--- src/rtl/irq_route.sv ---
module irq_route #(
  parameter int NCPU   = 4,
  parameter int PAGE_W = 12,
  localparam int IDX_W  = $clog2(NCPU + 1),
  localparam int ADDR_W = PAGE_W + IDX_W,
  localparam int TGT_W  = (NCPU > 1) ? $clog2(NCPU) : 1
) (
  input  logic                clk,
  input  logic                rst_n,
  input  logic [31:0]         dev_irq,
  input  logic [NCPU-1:0]     cpu_timer,
  input  logic [ADDR_W-1:0]   bus_addr,
  input  logic                bus_we,
  input  logic [31:0]         bus_wdata,
  output logic [31:0]         bus_rdata,
  output logic [4*NCPU-1:0]   cpu_pil
);

  localparam logic [31:0] SRC_BITS  = 32'h405F_FF80;
  localparam logic [31:0] SOFT_BITS = 32'hFFFE_0000;

  localparam logic [PAGE_W-1:0] OFF_C_PEND = PAGE_W'(0);
  localparam logic [PAGE_W-1:0] OFF_C_CLR  = PAGE_W'(4);
  localparam logic [PAGE_W-1:0] OFF_C_SET  = PAGE_W'(8);
  localparam logic [PAGE_W-1:0] OFF_S_PEND = PAGE_W'(0);
  localparam logic [PAGE_W-1:0] OFF_S_MASK = PAGE_W'(4);
  localparam logic [PAGE_W-1:0] OFF_S_CLR  = PAGE_W'(8);
  localparam logic [PAGE_W-1:0] OFF_S_SET  = PAGE_W'(12);
  localparam logic [PAGE_W-1:0] OFF_S_TGT  = PAGE_W'(16);

  logic [31:0]      sys_pend_q;
  logic [31:0]      mask_q;
  logic [TGT_W-1:0] tgt_q;
  logic [31:0]      soft_q [NCPU];
  logic [NCPU-1:0]  tick_q;

  logic [IDX_W-1:0]  page;
  logic [PAGE_W-1:0] off;
  logic              sys_sel;
  logic [31:0]       sys_live;

  assign page     = bus_addr[ADDR_W-1:PAGE_W];
  assign off      = bus_addr[PAGE_W-1:0];
  assign sys_sel  = (page == IDX_W'(NCPU));
  assign sys_live = sys_pend_q & ~mask_q;

  function automatic logic [3:0] bit_level(input int i);
    case (i)
      7:       return 4'd2;
      8:       return 4'd3;
      9:       return 4'd5;
      10:      return 4'd7;
      11:      return 4'd9;
      12:      return 4'd11;
      13:      return 4'd13;
      14, 15:  return 4'd12;
      16:      return 4'd6;
      17:      return 4'd13;
      18:      return 4'd4;
      19:      return 4'd10;
      20:      return 4'd8;
      22:      return 4'd11;
      30:      return 4'd9;
      default: return 4'd0;
    endcase
  endfunction

  function automatic logic [3:0] sys_max(input logic [31:0] v);
    logic [3:0] best;
    best = 4'd0;
    for (int i = 0; i < 32; i++)
      if (v[i] && bit_level(i) > best) best = bit_level(i);
    return best;
  endfunction

  function automatic logic [3:0] soft_max(input logic [31:0] v);
    logic [3:0] best;
    best = 4'd0;
    for (int l = 1; l < 16; l++)
      if (v[16+l]) best = 4'(l);
    return best;
  endfunction

  always_ff @(posedge clk) begin
    if (!rst_n) begin
      sys_pend_q <= '0;
      mask_q     <= '1;
      tgt_q      <= '0;
      tick_q     <= '0;
      for (int c = 0; c < NCPU; c++) soft_q[c] <= '0;
    end else begin
      sys_pend_q <= dev_irq & SRC_BITS;
      tick_q     <= cpu_timer;
      if (bus_we && sys_sel) begin
        case (off)
          OFF_S_CLR: mask_q <= mask_q & ~bus_wdata;
          OFF_S_SET: mask_q <= mask_q | bus_wdata;
          OFF_S_TGT: tgt_q  <= bus_wdata[TGT_W-1:0];
          default: ;
        endcase
      end
      for (int c = 0; c < NCPU; c++) begin
        if (bus_we && page == IDX_W'(c)) begin
          if (off == OFF_C_CLR) soft_q[c] <= soft_q[c] & ~(bus_wdata & SOFT_BITS);
          if (off == OFF_C_SET) soft_q[c] <= soft_q[c] | (bus_wdata & SOFT_BITS);
        end
      end
    end
  end

  always_comb begin
    bus_rdata = '0;
    if (sys_sel) begin
      case (off)
        OFF_S_PEND: bus_rdata = sys_pend_q;
        OFF_S_MASK: bus_rdata = mask_q;
        OFF_S_TGT:  bus_rdata = 32'(tgt_q);
        default: ;
      endcase
    end else begin
      for (int c = 0; c < NCPU; c++)
        if (page == IDX_W'(c) && off == OFF_C_PEND)
          bus_rdata = soft_q[c] | {24'd0, tick_q[c], 7'd0};
    end
  end

  for (genvar c = 0; c < NCPU; c++) begin : g_cpu
    logic [3:0] lvl_soft, lvl_local, lvl_sys;
    assign lvl_soft  = soft_max(soft_q[c]);
    assign lvl_local = (tick_q[c] && lvl_soft < 4'd14) ? 4'd14 : lvl_soft;
    assign lvl_sys   = (tgt_q == TGT_W'(c) && !mask_q[31]) ? sys_max(sys_live) : 4'd0;
    assign cpu_pil[4*c +: 4] = (lvl_sys > lvl_local) ? lvl_sys : lvl_local;

    AST_MASKALL_LOCAL_ONLY: assert property (@(posedge clk) disable iff (!rst_n)
      (mask_q[31] && soft_q[c] == '0 && !tick_q[c]) |-> cpu_pil[4*c +: 4] == 4'd0);
    AST_UNTARGETED_LOCAL_ONLY: assert property (@(posedge clk) disable iff (!rst_n)
      (tgt_q != TGT_W'(c) && soft_q[c] == '0 && !tick_q[c]) |-> cpu_pil[4*c +: 4] == 4'd0);
    AST_SOFT_STICKY: assert property (@(posedge clk) disable iff (!rst_n)
      !(bus_we && page == IDX_W'(c) && off == OFF_C_CLR)
      |=> ((soft_q[c] & $past(soft_q[c])) == $past(soft_q[c])));
    AST_TICK_LEVEL: assert property (@(posedge clk) disable iff (!rst_n)
      tick_q[c] |-> cpu_pil[4*c +: 4] >= 4'd14);
  end

  logic wr_s_set, wr_s_clr, wr_s_tgt;
  assign wr_s_set = bus_we && sys_sel && off == OFF_S_SET;
  assign wr_s_clr = bus_we && sys_sel && off == OFF_S_CLR;
  assign wr_s_tgt = bus_we && sys_sel && off == OFF_S_TGT;

  AST_SET_DISABLES: assert property (@(posedge clk) disable iff (!rst_n)
    wr_s_set |=> ((mask_q & $past(bus_wdata)) == $past(bus_wdata)));
  AST_CLEAR_ENABLES: assert property (@(posedge clk) disable iff (!rst_n)
    wr_s_clr |=> ((mask_q & $past(bus_wdata)) == 32'd0));
  AST_ZERO_WRITE_KEEPS: assert property (@(posedge clk) disable iff (!rst_n)
    ((wr_s_set || wr_s_clr) && bus_wdata == 32'd0) |=> $stable(mask_q));
  AST_TGT_WRITE: assert property (@(posedge clk) disable iff (!rst_n)
    wr_s_tgt |=> tgt_q == $past(bus_wdata[TGT_W-1:0]));

endmodule

--- config.mk ---
export PLATFORM = sky130hd
export DESIGN_NAME = irq_route
export DESIGN_NICKNAME = d
export VERILOG_FILES = /design/src/rtl/irq_route.sv
export SDC_FILE = /design/constraint.sdc
export NUM_CORES = 1
export LEC_CHECK = 0
export ABC_CLOCK_PERIOD_IN_PS = 6000
export BUFFER_PORTS_ARGS = -buffer_cell sky130_fd_sc_hd__buf_2
export CAP_MARGIN = 20
export CORE_ASPECT_RATIO = 2
export CORE_MARGIN = 3
export CORE_UTILIZATION = 60
export DETAILED_ROUTE_END_ITERATION = 12
export GPL_TIMING_DRIVEN = 0
export HOLD_SLACK_MARGIN = 0.02
export PLACE_DENSITY = 0.89
export SYNTH_ARGS = -nofsm -noshare
export SYNTH_HDL_FRONTEND = slang
export SYNTH_SLANG_ARGS = --single-unit
--- constraint.sdc ---
create_clock -name clk -period 6 [get_ports clk]
set_clock_uncertainty 0.1 [all_clocks]
set_input_delay 0.9 -clock clk [delete_from_list [all_inputs] [get_ports clk]]
set_output_delay 0.9 -clock clk [all_outputs]
set_load 0.01 [all_outputs]
==> impl_metrics.tcl, run 1 <==
set metrics [dict create \
    cts_buffer_depth 2 \
    drc 0 \
    worstSetupPathType "reg -> out" \
    synthFlopType "edfxtp_1" \
    tritoncts "yes" \
    numCtsBuffers 17 \
    grt_pass1_vias 7295 \
    arrival_ps 4380 \
    async_flop_share_pct 0 \
    core.rowCount 56 \
    vias 7187 \
    coreArea_sq_mm 0.0118 \
    ys_top_cells_by_count "nor2_1 (130), nand2_1 (101), mux2i_1 (65)" \
    place_congestion 0.982 \
    cts_setup_buffers 0 \
    worst_hold_slack_ps 372 \
    worst_pin_slew_ps 919 \
    yosys-top-cells-area "edfxtp_1 (25%), dfxtp_1 (15%), mux2i_1 (9.0%)" \
    final_hold_viol_count 0 \
    die_h_um 162 \
    overflow 0 \
    setup_viol 0 \
    cp-end-kind "output port" \
    min_period_over_period_pct 89.6 \
    leakagePower_nw 3.62 \
    dp_hpwl_mm 18.1 \
    cp_cell_sequence "nor2b_1 -> or4_4 -> nor3_1 -> and2_1 -> o31a_2 -> nor2_1 -> ha_1 -> nor2b_1 -> o21a_1 -> o21a_1 -> o21ai_0 -> mux2_2 -> o31a_1 -> buf_2" \
    ys_seq_elements 114 \
    wl_per_cell_um 22.5 \
    clock_sinks 114 \
    avgSynthCellArea_sq_um 9.11 \
    htreeDepth 4 \
    area_delta_synth_final_pct 17.2 \
    power.total_mw 1.99 \
    drive_above_1_share_pct 19.5 \
    grt_pass1_wl_mm 37.4 \
    cts.reportedPaths.clkPinSlew_ps 60 \
    io_pins 134 \
    synth_edf_count 60 \
    seq_area_frac_synth_pct 39.7 \
    max_freq_mhz 186 \
    peakVddDrop_v 0.000245 \
    yosysTopAreaCell "edfxtp_1" \
    clk_latency_ps 410 \
    synth_cells 798 \
    final_nets 1020 \
    dp_slack_ps 1210 \
    final_cells 1076 \
    drt_pass1_iterations 6 \
    crit_fanout 8 \
    synthesis.area_sq_mm 0.00727 \
    rsz0062_at_grt "false" \
    hold_buffers 0 \
    p_per_area_mw_per_mm2 234 \
    tns_ps 0 \
    drt-total-wl_mm 24.2 \
    synth_fp_nets 900 \
    critPathRequiredTime_ps 5000 \
    cap_violations 0 \
    initial_utilization_pct 61.8 \
    yosysMostFrequentCell "nor2_1" \
    placed_cells 1044 \
    die_w_um 83.8 \
    fill_cells 861 \
    worst_setup_path_start_kind "register" \
    maxSlewViolCount 0 \
    yosys.area.top_type_share_pct 24.8 \
    finalCriticalPeriod_ps 5380 \
    yosys_warnings 0 \
    setup_ws_ps 624 \
    synthDistinctLibCells 68 \
    numPortBuffers 101 \
    place_area_sq_mm 0.00796 \
    grt_usage_pct 35.6 \
    crit_path_top_delay_cell "o21ai_0" \
    diodes 0 \
    grt_max_degree 17 \
    stdcell_area_sq_mm 0.00852 \
    first_iter_violations 622 \
    via_per_inst 6.68 \
    clockRootBuffer "clkbuf_16" \
    status "complete, no violations" \
    cpPeakStageDelay_ps 570 \
    die-area_sq_mm 0.0136 \
    slew_headroom_pct 38.3 \
    final_core_util_pct 72.4 \
    antenna_left 0 \
    cts_resized 0 \
    hold_class "reg -> reg" \
    antenna_found_initial 0 \
]
-- layer usage --
metal	global-route usage (%)	share of wire, %	vias to the layer above
met3	6.70	8.5	186
met4	27.7	8.7	0
li1	-	-	3164
met5	0	0	-
met2	65.0	52	502
met1	34.3	31	3335
-- final cells by class --
class                           count  area, sq um  area share, %
Multi-Input combinational cell    624         4130           48.4
Sequential cell                   114         2880           33.8
Timing Repair Buffer              101          505           5.93
Clock buffer                       19          464           5.45
Buffer                             49          223           2.61
Tap cell                          145          181           2.13
Clock inverter                     13         95.1           1.12
Inverter                           11         41.3          0.485
-- final timing paths --
path	startpoint	to	slack [ps]	depth (start not counted)
worst max-delay path	sys_pend_q[15]$_SDFF_PN0_	cpu_pil[8]	620	14
worst max register to register	soft_q[1][29]$_SDFFCE_PN0P_	soft_q[1][29]$_SDFFCE_PN0P_	4810	2
worst min register to register	register	register	370	2
worst min-delay path	register	register	370	2
-- layout by cell type, fill, tap and decap left out, drive strengths merged, types with 13 or more instances in the layout --
cell type | netlist | routed
a21oi | 13 | 13
a22o | 13 | 13
and2 | 29 | 29
buf | 18 | 119
clkbuf | 31 | 50
dfxtp | 54 | 54
edfxtp | 60 | 60
ha | 16 | 16
inv | 11 | 18
mux2i | 65 | 65
nand2 | 101 | 101
nand2b | 16 | 16
nor2 | 130 | 130
nor2b | 23 | 23
nor3 | 18 | 18
o211ai | 34 | 34
o21ai | 22 | 22
o22a | 15 | 15
o31a | 13 | 13
-- critical path: cells and delay by family (launching register included) --
| family | cells | cell delay (ps) |
|---|---|---|
| buf+inv | 1 | 150 |
| fa+ha+maj | 1 | 250 |
| flops | 1 | 320 |
| simple gates | 6 | 1350 |
| compound gates | 5 | 1480 |
| mux | 1 | 420 |
-- where the power goes --
group / internal, mW / switching (mW)
clock: 0.568 / 0.388
combinational: 0.0702 / 0.0991
sequential: 0.841 / 0.0258
total: 1.48 / 0.513
-- logic make-up after synthesis --
group | synth area share (%)
flip-flops | 39.7
AO/OA/AOI/OAI | 17.7
AND/OR/NAND/NOR | 24.6
adder cells (fa/ha/maj) | 2.75
buffers and inverters | 3.63
XOR/XNOR | 0.121
multiplexers | 11.6
(Power assumes the default switching activity.)
==> run 2: changes to the inputs <==
Settings changed: CORE_UTILIZATION 60 to 50, PLACE_DENSITY 0.89 to 0.77, RECOVER_POWER set to 100.
==> impl_metrics.tcl, run 2 (synthesized netlist as in run 1, its figures left out) <==
set metrics [dict create \
    place_congestion 0.941 \
    hold_depth 2 \
    reg2reg_depth 2 \
    dp_hpwl_mm 18.5 \
    min_period_over_period_pct 88.8 \
    multiInputGateArea_sq_mm 0.00406 \
    tritoncts "yes" \
    worstSetupPathType "reg -> out" \
    p_switching_uw 537 \
    die-area_sq_mm 0.0161 \
    r2r_setup_slack_ps 4850 \
    die_h_um 177 \
    p_sw_share_pct 25.8 \
    p_seq_share_pct 41.7 \
    leakagePower_nw 3.43 \
    power_frac_comb_pct 7.8 \
    coreArea_sq_mm 0.0140 \
    numCtsBuffers 17 \
    worst_setup_path_start_kind "register" \
    r2r-start "soft_q[1][30]$_SDFFCE_PN0P_" \
    drt_pass1_iterations 5 \
    peakVddDrop_v 0.000205 \
    hold_buffers 0 \
    antenna_found_initial 0 \
    area_delta_synth_final_pct 16.7 \
    slew_headroom_pct -59.1 \
    clockRootBuffer "clkbuf_16" \
    final_core_util_pct 60.4 \
    place_area_sq_mm 0.00802 \
    io_pins 134 \
    htreeDepth 4 \
    numPortBuffers 101 \
    first_iter_violations 515 \
    drive_above_1_share_pct 13.7 \
    cts_buffer_depth 2 \
    worst_pin_slew_ps 2360 \
    status "finished with violations" \
    cts.reportedPaths.clkPinSlew_ps 60 \
    clk_latency_ps 430 \
    grt_pass1_wl_mm 36.8 \
    max_freq_mhz 188 \
    wl_per_cell_um 21.2 \
    initial_utilization_pct 51.8 \
    grt_usage_pct 29.9 \
    violations "capacitance limit, slew limit" \
    setup_viol 0 \
    drt-total-wl_mm 23.7 \
    register_area_sq_mm 0.00288 \
    grt_pass1_vias 6912 \
    p_int_mw 1.54 \
    die_w_um 91.3 \
    most-common-layout-cells "nor2_1 (130), nand2_1 (101), clkbuf_1 (78)" \
    final_nets 1020 \
    maxSlewViolCount 16 \
    clock_sinks 114 \
    vias 6805 \
    critPathRequiredTime_ps 5000 \
    rsz0062_at_grt "false" \
    crit_fanout 8 \
    final_hold_viol_count 0 \
    stdcell_area_sq_mm 0.00849 \
    via_per_inst 6.08 \
    final_common_cell "nor2_1" \
    p_clk_share_pct 50.5 \
    p_per_area_mw_per_mm2 245 \
    diodes 0 \
    tns_ps 0 \
    hold_class "reg -> reg" \
    finalCriticalPeriod_ps 5330 \
    cts_resized 0 \
    arrival_ps 4330 \
    drc 0 \
    cts_setup_buffers 0 \
    r2r_end "soft_q[1][30]$_SDFFCE_PN0P_" \
    core.rowCount 61 \
    overflow 0 \
    cap_violations 1 \
    fill_cells 1321 \
    cp-end-kind "output port" \
    antenna_left 0 \
    grt_max_degree 17 \
]
## run 2: changes by cell type in the layout (fill, tap and decap cells not counted), sizes merged
cell and change:
clkbuf +46, bufinv +2, clkinv -2, buf -47
inv +1
## run 2: power by group through the flow
| stage | registers, mW | logic, mW | clock network [mW] |
|---|---|---|---|
| global placement | 0.881 | 0.163 | 0 |
| floorplan | 0.871 | 0.103 | 0 |
| CTS | 0.865 | 0.166 | 1.05 |
| global route | 0.869 | 0.177 | 1.08 |
| detailed placement | 0.882 | 0.164 | 0 |
| finish | 0.867 | 0.163 | 1.05 |
## run 2: per-layer routing
layer | share of wire (%) | GRT usage [%] | vias up
met1 | 33 | 27.9 | 3180
met4 | 7.5 | 21.6 | 0
met2 | 54 | 55.6 | 339
li1 | - | - | 3163
met3 | 6.3 | 6.82 | 123
met5 | 0 | 0 | -
## run 2: how the worst max path moves through the flow
stage | start | endpoint | slack [ps]
finish | sys_pend_q[17]$_SDFF_PN0_ | cpu_pil[0] | 670
global route | sys_pend_q[17]$_SDFF_PN0_ | cpu_pil[0] | 430
CTS | sys_pend_q[17]$_SDFF_PN0_ | cpu_pil[8] | 760
detailed placement | sys_pend_q[17]$_SDFF_PN0_ | cpu_pil[8] | 1210
global placement | sys_pend_q[13]$_SDFF_PN0_ | cpu_pil[8] | 1250
floorplan | sys_pend_q[17]$_SDFF_PN0_ | cpu_pil[8] | 1740
## run 2: cell type report
type	instances	share of cell area, %
well taps	189	2.79
inverters	11	0.487
plain buffers	49	2.43
flip-flops and latches	114	34.0
clock inverters	14	1.96
multi-input cells	624	47.9
repair buffers	101	5.32
clock buffers	18	5.17
## run 2: critical path: stages, from the launching register on
cell and delay [ps]:
dfxtp_1 320, nor2b_1 240, or4_4 620, nor3_1 270
and2_1 170, o31a_2 250, nor2_1 80, ha_1 300
nor2b_1 130, o21a_1 160, o21a_1 150, o21ai_0 550
mux2_2 400, o31a_1 120, clkbuf_1 130
## run 2: through the flow
stage	instances	hold WS [ps]	power [mW]	setup slack [ps]
global placement	1088	359	1.04	1250
floorplan	798	346	0.975	1740
global route	1120	403	2.13	425
finish	1120	384	2.08	671
CTS	1120	383	2.08	763
detailed placement	1088	367	1.05	1210
==> run 3: changes to the inputs <==
--- a/config.mk
+++ b/config.mk
@@ -10,5 +10,5 @@
 export CAP_MARGIN = 20
 export CORE_ASPECT_RATIO = 2
-export CORE_MARGIN = 3
+export CORE_MARGIN = 4
 export CORE_UTILIZATION = 50
 export DETAILED_ROUTE_END_ITERATION = 12
==> constraint.sdc (replaced) <==
create_clock -name clk -period 6 [get_ports clk]
set_clock_uncertainty 0.1 [all_clocks]
set_input_delay 1.2 -clock clk [delete_from_list [all_inputs] [get_ports clk]]
set_output_delay 1.2 -clock clk [all_outputs]
set_load 0.01 [all_outputs]
==> impl_metrics.tcl, run 3 (synthesized netlist as in run 1, its figures left out) <==
set metrics [dict create \
    antenna_found_initial 1 \
    drc 0 \
    crit_fanout 8 \
    p_per_area_mw_per_mm2 249 \
    die_h_um 179 \
    r2r-start "tgt_q[1]$_SDFFE_PN0P_" \
    peakVddDrop_v 0.000184 \
    tns_ps 0 \
    wl_per_cell_um 21.7 \
    crit_path_top_delay_cell "nor2b_1" \
    drive_above_1_share_pct 13.7 \
    area_delta_synth_final_pct 16.9 \
    grt_pass1_vias 6994 \
    tritoncts "yes" \
    cts_setup_buffers 0 \
    reg2reg_depth 3 \
    worst_hold_slack_ps 382 \
    via_per_inst 6.20 \
    final_common_cell "nor2_1" \
    cap_violations 1 \
    violations "capacitance limit, slew limit" \
    rsz0062_at_grt "false" \
    hold_buffers 0 \
    grt_max_degree 17 \
    finalCriticalPeriod_ps 5720 \
    grt_pass1_wl_mm 37.2 \
    final_hold_viol_count 0 \
    arrival_ps 4420 \
    drt-total-wl_mm 24.4 \
    numCtsBuffers 17 \
    leakagePower_nw 3.43 \
    critPathRequiredTime_ps 4700 \
    slew_headroom_pct -71.3 \
    first_iter_violations 582 \
    clock_sinks 114 \
    htreeDepth 4 \
    cts_buffer_depth 2 \
    hold_depth 2 \
    grt_usage_pct 29.7 \
    min_period_over_period_pct 95.4 \
    status "finished with violations" \
    clockRootBuffer "clkbuf_16" \
    drt_pass1_iterations 6 \
    overflow 0 \
    hold_class "reg -> reg" \
    worst_pin_slew_ps 2540 \
    r2r_end "tgt_q[1]$_SDFFE_PN0P_" \
    initial_utilization_pct 50.7 \
    final_nets 1020 \
    io_pins 134 \
    setup_viol 0 \
    cp-end-kind "output port" \
    cp_cell_sequence "nor2b_1 -> or4_4 -> nor3_1 -> and2_1 -> o31a_2 -> nor2_1 -> ha_1 -> nor2b_1 -> o21a_1 -> o21a_1 -> o21ai_0 -> mux2_2 -> o31a_1 -> clkbuf_1" \
    maxSlewViolCount 16 \
    coreArea_sq_mm 0.0144 \
    max_freq_mhz 175 \
    core.rowCount 62 \
    die_w_um 93.3 \
    place_congestion 0.954 \
    worstSetupPathType "reg -> out" \
    clk_latency_ps 430 \
    cts_resized 0 \
    dp_hpwl_mm 18.8 \
    cts.reportedPaths.clkPinSlew_ps 60 \
    numPortBuffers 101 \
    antenna_left 0 \
    r2r_setup_slack_ps 4870 \
    die-area_sq_mm 0.0166 \
    cpPeakStageDelay_ps 590 \
    most-common-layout-cells "nor2_1 (130), nand2_1 (101), clkbuf_1 (77)" \
    vias 6970 \
    worst_setup_path_start_kind "register" \
]
-- run 3: cell types whose count changed in the layout (fill, tap and decap cells not counted) --
cell | previous run | this run
inv_6 | 6 | 5
clkbuf_1 | 78 | 77
and2_1 | 15 | 17
clkbuf_16 | 17 | 18
nor3b_1 | 3 | 4
and2_0 | 14 | 12
clkinv_2 | 1 | 0
buf_2 | 70 | 72
buf_6 | 1 | 0
clkinv_4 | 3 | 4
diode_2 | 0 | 1
nor3b_4 | 1 | 0
-- run 3: layout make-up --
cell class	count	area, sq um
antenna	1	2.50
buffer	49	200
timing repair buffer	101	453
inverter	11	41.3
clock inverter	13	161
multi-input combinational	624	4050
fill	1285	5850
clock buffer	19	464
tap	192	240
sequential	114	2880
-- run 3: stage by stage --
step	area, sq um	setup WS, ps	util [%]	std cells	total power [mW]
2_1_floorplan	7270	1440	-	798	0.975
3_3_place_gp	8020	932	55.9	1091	1.04
3_5_place_dp	8020	919	55.9	1091	1.05
4_1_cts	8640	429	60.2	1123	2.11
5_1_grt	8500	146	59.2	1124	2.15
6_report	8500	278	59.2	1124	2.11
-- run 3: where the power goes --
| part | internal, mW | switching, mW | total (mW) |
|---|---|---|---|
| Clock | 0.661 | 0.419 | 1.08 |
| Sequential | 0.841 | 0.0253 | 0.867 |
| Combinational | 0.0676 | 0.0979 | 0.166 |
| Total | 1.57 | 0.542 | 2.11 |
-- run 3: worst max-delay path: cells and delay by family (launching register included) --
kind,cells,cell delay (ps)
compound gates,5,1450
fa+ha+maj,1,250
buf+inv,1,140
flops,1,340
mux,1,410
simple gates,6,1380
-- run 3: worst max path at each step --
stage | start | depth (start not counted) | slack (ps) | to
detailed placement | sys_pend_q[17]$_SDFF_PN0_ | 14 | 920 | cpu_pil[8]
CTS | sys_pend_q[17]$_SDFF_PN0_ | 14 | 430 | cpu_pil[8]
finish | sys_pend_q[17]$_SDFF_PN0_ | 14 | 280 | cpu_pil[8]
global route | sys_pend_q[17]$_SDFF_PN0_ | 13 | 150 | cpu_pil[8]
global placement | sys_pend_q[13]$_SDFF_PN0_ | 14 | 930 | cpu_pil[8]
floorplan | sys_pend_q[17]$_SDFF_PN0_ | 13 | 1440 | cpu_pil[8]
-- run 3: per-layer routing --
metal | GRT usage, % | part of all wire [%] | vias up
li1 | - | - | 3162
met1 | 28.0 | 33 | 3366
met2 | 56.2 | 54 | 324
met3 | 5.40 | 5.6 | 118
met4 | 19.9 | 7.4 | 0
met5 | 0 | 0 | -
